$ cat src/rtl/sertx_pkg.sv
package sertx_pkg;
  typedef enum logic [1:0] {
    TX_IDLE = 2'd0,
    TX_WAIT = 2'd1,
    TX_SEND = 2'd2
  } tx_state_e;

  // number of line bits in one frame: start + data + stop
  function automatic int frame_len(input int data_w, input int stop_bits);
    return 1 + data_w + stop_bits;
  endfunction
endpackage

$ cat src/rtl/sertx_prescaler.sv
module sertx_prescaler #(
  parameter int CNT_W = 16
) (
  input  logic             clk,
  input  logic             rst_n,
  input  logic [CNT_W-1:0] preset,
  output logic             tick
);
  localparam logic [CNT_W-1:0] CNT_TOP = '1;

  logic [CNT_W-1:0] cnt_q;

  assign tick = (cnt_q == CNT_TOP);

  always_ff @(posedge clk) begin
    if (!rst_n)    cnt_q <= preset;
    else if (tick) cnt_q <= preset;
    else           cnt_q <= cnt_q + 1'b1;
  end
endmodule

$ cat src/rtl/sertx_shifter.sv
module sertx_shifter #(
  parameter int SECT_W = 4,
  parameter int N_SECT = 3,
  localparam int SR_W  = SECT_W * N_SECT
) (
  input  logic            clk,
  input  logic            rst_n,
  input  logic            load,
  input  logic            shift,
  input  logic [SR_W-1:0] load_val,
  output logic            ser_o
);
  logic [N_SECT-1:0] sect_lsb;

  for (genvar g = 0; g < N_SECT; g++) begin : g_sect
    logic [SECT_W-1:0] q;
    logic              fill;
    if (g == N_SECT - 1) begin : g_top
      assign fill = 1'b1;
    end else begin : g_mid
      assign fill = sect_lsb[g+1];
    end
    assign sect_lsb[g] = q[0];
    always_ff @(posedge clk) begin
      if (!rst_n)     q <= '1;
      else if (load)  q <= load_val[g*SECT_W +: SECT_W];
      else if (shift) q <= {fill, q[SECT_W-1:1]};
    end
  end

  assign ser_o = sect_lsb[0];
endmodule

$ cat src/rtl/sertx_ctrl.sv
module sertx_ctrl
  import sertx_pkg::*;
#(
  parameter int DATA_W    = 8,
  parameter int STOP_BITS = 1,
  parameter int SR_W      = 12
) (
  input  logic              clk,
  input  logic              rst_n,
  input  logic              tick,
  input  logic              tx_valid,
  input  logic [DATA_W-1:0] tx_data,
  input  logic              flag_clr,
  output logic              tx_ready,
  output logic              load,
  output logic              shift,
  output logic [SR_W-1:0]   load_val,
  output logic              out_done
);
  localparam int FRAME_W = frame_len(DATA_W, STOP_BITS);
  localparam int BCNT_W  = $clog2(FRAME_W + 1);

  tx_state_e         state_q;
  logic              phase_q;
  logic [BCNT_W-1:0] bits_left_q;
  logic [DATA_W-1:0] data_q;
  logic              frame_end;

  assign tx_ready  = (state_q == TX_IDLE);
  assign load      = (state_q == TX_WAIT) && tick;
  assign shift     = (state_q == TX_SEND) && tick && phase_q;
  assign frame_end = shift && (bits_left_q == BCNT_W'(1));

  always_comb begin
    load_val               = '1;
    load_val[0]            = 1'b0;
    load_val[DATA_W:1]     = data_q;
  end

  always_ff @(posedge clk) begin
    if (!rst_n) begin
      state_q     <= TX_IDLE;
      phase_q     <= 1'b0;
      bits_left_q <= '0;
      data_q      <= '0;
    end else begin
      unique case (state_q)
        TX_IDLE: if (tx_valid) begin
          data_q  <= tx_data;
          state_q <= TX_WAIT;
        end
        TX_WAIT: if (tick) begin
          phase_q     <= 1'b0;
          bits_left_q <= BCNT_W'(FRAME_W);
          state_q     <= TX_SEND;
        end
        TX_SEND: if (tick) begin
          phase_q <= ~phase_q;
          if (phase_q) begin
            bits_left_q <= bits_left_q - 1'b1;
            if (bits_left_q == BCNT_W'(1)) state_q <= TX_IDLE;
          end
        end
        default: state_q <= TX_IDLE;
      endcase
    end
  end

  // set has priority over clear
  always_ff @(posedge clk) begin
    if (!rst_n)         out_done <= 1'b0;
    else if (frame_end) out_done <= 1'b1;
    else if (flag_clr)  out_done <= 1'b0;
  end
endmodule

$ cat src/rtl/sertx_top.sv
module sertx_top #(
  parameter int DATA_W    = 8,
  parameter int STOP_BITS = 1,
  parameter int CNT_W     = 16,
  parameter int SECT_W    = 4,
  parameter int N_SECT    = 3
) (
  input  logic              clk,
  input  logic              rst_n,
  input  logic [CNT_W-1:0]  preset,
  input  logic              tx_valid,
  input  logic [DATA_W-1:0] tx_data,
  output logic              tx_ready,
  input  logic              flag_clr,
  output logic              out_done,
  output logic              txd
);
  localparam int SR_W = SECT_W * N_SECT;

  logic            tick;
  logic            load;
  logic            shift;
  logic [SR_W-1:0] load_val;

  sertx_prescaler #(.CNT_W(CNT_W)) u_pre (
    .clk    (clk),
    .rst_n  (rst_n),
    .preset (preset),
    .tick   (tick)
  );

  sertx_ctrl #(.DATA_W(DATA_W), .STOP_BITS(STOP_BITS), .SR_W(SR_W)) u_ctrl (
    .clk      (clk),
    .rst_n    (rst_n),
    .tick     (tick),
    .tx_valid (tx_valid),
    .tx_data  (tx_data),
    .flag_clr (flag_clr),
    .tx_ready (tx_ready),
    .load     (load),
    .shift    (shift),
    .load_val (load_val),
    .out_done (out_done)
  );

  sertx_shifter #(.SECT_W(SECT_W), .N_SECT(N_SECT)) u_shf (
    .clk      (clk),
    .rst_n    (rst_n),
    .load     (load),
    .shift    (shift),
    .load_val (load_val),
    .ser_o    (txd)
  );
endmodule

$ cat config.mk
export PLATFORM = sky130hd
export DESIGN_NAME = sertx_top
export DESIGN_NICKNAME = d
export VERILOG_FILES = /design/src/rtl/sertx_pkg.sv /design/src/rtl/sertx_prescaler.sv /design/src/rtl/sertx_shifter.sv /design/src/rtl/sertx_ctrl.sv /design/src/rtl/sertx_top.sv
export SDC_FILE = /design/constraint.sdc
export NUM_CORES = 1
export LEC_CHECK = 0
export CAP_MARGIN = 20
export CORE_MARGIN = 1.5
export CORE_UTILIZATION = 56
export DETAILED_ROUTE_END_ITERATION = 7
export DONT_BUFFER_PORTS = 1
export GPL_ROUTABILITY_DRIVEN = 0
export PLACE_DENSITY = 0.74
export RECOVER_POWER = 25
export SYNTH_ARGS = -nofsm -noshare
export SYNTH_HDL_FRONTEND = slang
export SYNTH_SLANG_ARGS = --single-unit
$ cat constraint.sdc
create_clock -name clk -period 1.7 [get_ports clk]
set_input_delay 0.17 -clock clk [delete_from_list [all_inputs] [get_ports clk]]
set_output_delay 0.17 -clock clk [all_outputs]
set_load 0.05 [all_outputs]
== After elaboration in Yosys (flattened, before gate mapping) ==
Index checks and enable logic that the tools add are counted.

* $add $sub $neg: 2
* Multipliers: 0
* Div/mod/pow operators: 0
* Magnitude comparators: 0
* Equality and inequality tests: 9
* Shift-type cells: 0
* Mux-type cells: 23
* Bitwise operators: 1
* Reductions and logical operators: 12

{| class="wikitable"
|+ Operators by type and width
! operator !! count
|-
| 16-bit two-way mux || 2
|-
| 4-bit two-way mux || 7
|-
| 16-bit by 1-bit adder with 16-bit output, second input constant || 1
|-
| 16-bit == test, second input constant || 1
|-
| 2-bit two-way mux || 5
|-
| 4-bit case mux with 2 select lines || 1
|-
| 1-bit two-way mux || 6
|-
| 2-bit by 1-bit != test with 1-bit output, second input constant || 3
|-
| 2-bit case mux with 3 select lines || 1
|-
| 2-bit nonzero test || 3
|-
| 5-bit AND reduction || 1
|-
| 4-bit by 1-bit == test with 1-bit output, second input constant || 1
|-
| 1-bit logical AND || 4
|-
| 2-bit != test, second input constant || 2
|-
| 4-bit AND reduction || 1
|-
| 4-bit by 1-bit subtractor with 4-bit output, second input constant || 1
|-
| 3-bit AND reduction || 1
|-
| 2-bit by 1-bit == test with 1-bit output, second input constant || 1
|-
| 2-bit == test, second input constant || 1
|-
| 2-bit zero test || 1
|-
| 1-bit case mux with 2 select lines || 1
|-
| 2-bit AND reduction || 1
|-
| 1-bit inverter || 1
|}

* Register bits: 41
* Bits in latches: 0
* Bits in writable memories: 0
* Bits in read-only memories: 0
* Input port bits: 28
* Output and inout bits: 3
* Logic and storage cells: 56
* Memories kept: 0

== Depth between registers and ports, before layout ==
* Depth after elaboration: 5
* Depth in mapped cells: 8
* Gate-level depth less buffers: 7

== Cells and area by module ==
Synthesis repeated with hierarchy kept, for this count alone.

* Cells, all modules: 232
* Area, all modules: 2167.1 um^2

{| class="wikitable"
|+ Modules (own cells, without submodules)
! module !! times used !! cells an instance !! area each (um^2) !! sequential area each (um^2)
|-
| sertx_prescaler || 1 || 93 || 850.8 || 320.3
|-
| sertx_ctrl || 1 || 86 || 769.5 || 320.3
|-
| sertx_shifter || 1 || 53 || 546.8 || 240.2
|}

== Worst setup path after synthesis ==
No wires, ideal clock.

* Kind: register -> register
* From: register u_ctrl.state_q[1]
* To: register u_ctrl.state_q[0]
* Library setup time: 123 ps
* Arrival: 1710 ps
* Data required time: 1577 ps
* Slack: -133 ps
* Stages on the path, launching flop included: 8
* Path buffers: 1
* Period minus slack after synthesis: 1833 ps
* Path through: dfxtp_1 inv_1 ha_1 clkbuf_1 a221oi_1 o21ai_0 nand3_1 o21ai_1

* Longest elaborated chain between the ends: 3
* Elaborated cells on any way between the ends: 10
* Classes of those cells: 7 x eq/ne; 1 x mux; 2 x reduce/logical

{| class="wikitable"
|+ RTL lines
! item !! RTL line !! RTL
|-
| from (decl) || sertx_ctrl.sv:23 || <nowiki>tx_state_e state_q;</nowiki>
|-
| from (signal assigned) || sertx_ctrl.sv:42 || <nowiki>state_q <= TX_IDLE;</nowiki>
|-
| from (signal assigned) || sertx_ctrl.sv:50 || <nowiki>state_q <= TX_WAIT;</nowiki>
|-
| from (signal assigned) || sertx_ctrl.sv:55 || <nowiki>state_q <= TX_SEND;</nowiki>
|-
| 2-bit zero test * || - ||
|-
| named net tx_ready || sertx_top.sv:13 || <nowiki>output logic tx_ready,</nowiki>
|-
| 2-bit != test (no source line) || - ||
|-
| 5-bit AND reduction (no source line) || - ||
|}

Mark *: on every way through the listed nets, which the timed path passes. The rest lies on a longest branch.
A chain may end at the register's enable or synchronous reset.

== Worst setup path after layout ==
* From: register u_pre.cnt_q[10]
* To: register u_ctrl.bits_left_q[0]

* Longest elaborated chain between the ends: 3
* Elaborated cells on any way between the ends: 4
* Classes of those cells: 3 x eq/ne; 1 x reduce/logical

{| class="wikitable"
|+ RTL lines
! item !! RTL line !! RTL
|-
| from (decl) || sertx_prescaler.sv:11 || <nowiki>logic [CNT_W-1:0] cnt_q;</nowiki>
|-
| from (signal assigned) || sertx_prescaler.sv:16 || <nowiki>if (!rst_n) cnt_q <= preset;</nowiki>
|-
| from (signal assigned) || sertx_prescaler.sv:17 || <nowiki>else if (tick) cnt_q <= preset;</nowiki>
|-
| from (signal assigned) || sertx_prescaler.sv:18 || <nowiki>else cnt_q <= cnt_q + 1'b1;</nowiki>
|-
| 16-bit == test * || sertx_prescaler.sv:13 || <nowiki>assign tick = (cnt_q == CNT_TOP);</nowiki>
|-
| 2-bit by 1-bit != test with 1-bit output (no source line) || - ||
|-
| 4-bit AND reduction (no source line) * || - ||
|-
| to (signal assigned) || sertx_ctrl.sv:54 || <nowiki>bits_left_q <= BCNT_W'(FRAME_W);</nowiki>
|-
| to (signal assigned) || sertx_ctrl.sv:60 || <nowiki>bits_left_q <= bits_left_q - 1'b1;</nowiki>
|-
| to (decl) || sertx_ctrl.sv:25 || <nowiki>logic [BCNT_W-1:0] bits_left_q;</nowiki>
|}

Every way passes the cells marked *; elsewhere a longest branch is shown, timed or not.

==> results.cfg <==
[worst_setup_path]
r2r-end = u_ctrl.bits_left_q[0]
r2r-start = u_pre.cnt_q[10]
crit_chain = nand4_2, buf_6, nor4_4, buf_4, a211oi_1, a31oi_1, a21boi_0
worst-path-buf-inv = 2
setup.worst_path.start = u_pre.cnt_q[10]
r2r_slack_ns = 0.06
crit_required_ns = 1.88
slowest_delay_ns = 0.37
r2r_cells = 7
cp-endpoint = u_ctrl.bits_left_q[0]
timing_worst_setup_path_type = reg2reg
path_max_fanout = 5
critPathSlowestCell = dfxtp_2
crit_arrival_ns = 1.82
cp-start-kind = flip-flop
critPathTopFamily = simple AND/OR/NAND/NOR gates
cp-end-kind = flip-flop
cp.depth = 7

[pwr]
leakage_nw = 1.12
total_power_mw = 2.53
irDropWorstVdd_uv = 621
power_density_mw_per_mm2 = 964

[global_routing]
grt_pass1_wl_mm = 7.80
overflow = 0
grt_max_degree = 26
grt_pass1_vias = 1764
grt_usage_pct = 24.0
antenna_found_initial = 0

[clocking]
clkLatencyLatePin_ns = 0.30
clkTransAtPathRegs_ns = 0.08
cts_inserted_buffers = 5
h-tree-depth = 2
cts_root_buf = clkbuf_8
clockBufferDepth = 2
cts_tree = built
clock-sinks = 41

[min_path]
hp-class = in2reg
holdPathStages = 1

[synthesis]
synthArstFlopShare_pct = 0
synth_area_leaders = dfxtp_1, a21oi_1, nand2_1, nand3_1, ha_1
synthesis.area_mm2 = 0.00214
yosysTopAreaCell = dfxtp_1
yosysMostFrequentCell = dfxtp_1
ys_ff_latch = 41
synth_edf_count = 0
synthesis.nets = 301
ys_top_cells_by_count = dfxtp_1, a21oi_1, nand2_1
ys_types = 44
ys_warn_count = 0
syn_inst = 266
synth_flop_cell = dfxtp_1
ys_seq_area_share_pct = 38.3
synth_top_area_share_pct = 38.3
syn_avg_cell_area_um2 = 8.05

[timing]
hold_viol = 0
setup_viol = 0
fin_skew_ns = 0.00852
max_freq_mhz = 609
drv_slew = 0
period_needed_ns = 1.64
tns_ns = 0
rsz0062_at_grt = true
relSlewSlack_pct = 60.8
worstMarginPinSlew_ns = 0.591
fin_crit_sh_pct = 96.6

[drt]
vias_per_cell = 5.56
drtPass1Iterations = 4
routed-via-count = 1925
wire_per_inst_um = 14.0
drc = 0
ant_nets = 0
drtIter0Drc = 95
totalWireLength_mm = 4.85

[floorplanning]
die_h_um = 64.8
row_count = 22
core-area_mm2 = 0.00366
ios = 31
dieArea_mm2 = 0.00420
start_util_pct = 58.5
die_w_um = 64.8

[flow_run]
drv_cap = 0

[final_layout]
final_layout_size_suffix_gt1_share_pct = 24.2
synthToLayoutAreaGrowth_pct = 22.7
n_antenna_cell = 0
layout.nets = 332
postLayoutCellArea_mm2 = 0.00263

[status]
outcome = complete, no violations

[placed_design]
dp_hpwl_mm = 3.27
portBuffers = 0
placed_cell_area_mm2 = 0.00239
[metrics by stage]
| step | utilization (%) | std cells | hold slack [ns] | worst slack (ns) |
|---|---|---|---|---|
| 4_1_cts | 69.0 | 342 | 0.00118 | 0.00782 |
| 3_3_place_gp | 65.2 | 332 | 0.254 | -0.0514 |
| 2_1_floorplan | - | 266 | 0.302 | 0.000818 |
| 5_1_grt | 71.7 | 346 | -0.00150 | -0.0489 |
| 6_report | 71.7 | 346 | 0.0125 | 0.0578 |
| 3_5_place_dp | 65.2 | 332 | 0.259 | -0.115 |
[cell type report]
class	instances	area [um^2]
fill	323	1030
clock buffer	6	72.6
clock inverter	2	38.8
multi-input combinational	193	1240
inverter	16	60.1
tap	48	60.1
timing repair buffer	40	324
sequential	41	833
[how the worst min path moves through the flow]
stage	startpoint	to	slack, ns
after floorplan	preset[0]	u_pre.cnt_q[0]	0.30
after global placement	rst_n	u_shf.g_sect[2].q[0]	0.25
after detailed placement	rst_n	u_shf.g_sect[2].q[0]	0.26
after CTS	rst_n	u_ctrl.bits_left_q[1]	0.001
after global routing	preset[1]	u_pre.cnt_q[1]	-0.001
final	rst_n	u_ctrl.data_q[3]	0.01
[cells by family (layout without fill, tap and decap cells)]
| logic type | count (synthesis) | in the layout | synth area share [%] |
|---|---|---|---|
| compound gates | 69 | 69 | 18.9 |
| mux | 2 | 2 | 0.994 |
| flops | 41 | 41 | 38.3 |
| fa+ha+maj | 7 | 7 | 4.09 |
| xor+xnor | 14 | 14 | 5.73 |
| buf+inv | 32 | 64 | 6.66 |
| simple gates | 101 | 101 | 25.2 |
[metal layers]
metal	wire length [um]	part of all wire, %	vias to the layer above	GRT usage, %
met3	213	4.4	8	5.38
met2	2270	47	44	38.7
met4	72	1.5	0	8.51
met1	2300	47	887	31.5
met5	0	0	-	0
li1	-	-	986	-
[repair_timing]
item | 4_1_cts | 5_1_grt
setup buffers | 0 | 3
hold endpoints to repair | 6 | 1
pin swaps | 0 | 2
hold buffers | 2 | 1
resized for setup | 2 | 26
setup endpoints to repair | 2 | 18
[power by group]
| group | switching (mW) | leakage (nW) | internal (mW) | total [mW] |
|---|---|---|---|---|
| logic | 0.332 | 0.724 | 0.289 | 0.620 |
| clock network | 0.340 | 0.0554 | 0.441 | 0.780 |
| registers | 0.0754 | 0.338 | 1.06 | 1.13 |
[sequential cells by signal (all words and copies together) (netlist names)]
register,flops
u_ctrl.state_q,2
u_ctrl.phase_q,1
u_ctrl.out_done,1
u_shf.g_sect.q,9
u_ctrl.data_q,8
u_pre.cnt_q,16
u_ctrl.bits_left_q,4
[cell usage in the layout, fill, tap and decap left out, drive strengths merged, types with 2 or more instances in the layout]
cell type,count
dfxtp,41
buf,36
a21oi,30
nand2,27
nor2,23
nand3,20
o21ai,19
inv,16
and3,9
a21boi,9
xnor2,8
nand4,7
clkbuf,7
ha,7
xor2,6
dlygate4sd3,3
nor4,3
nor2b,3
and2,3
a41oi,2
nor3,2
No activity file was read; power rests on OpenSTA's default activity.
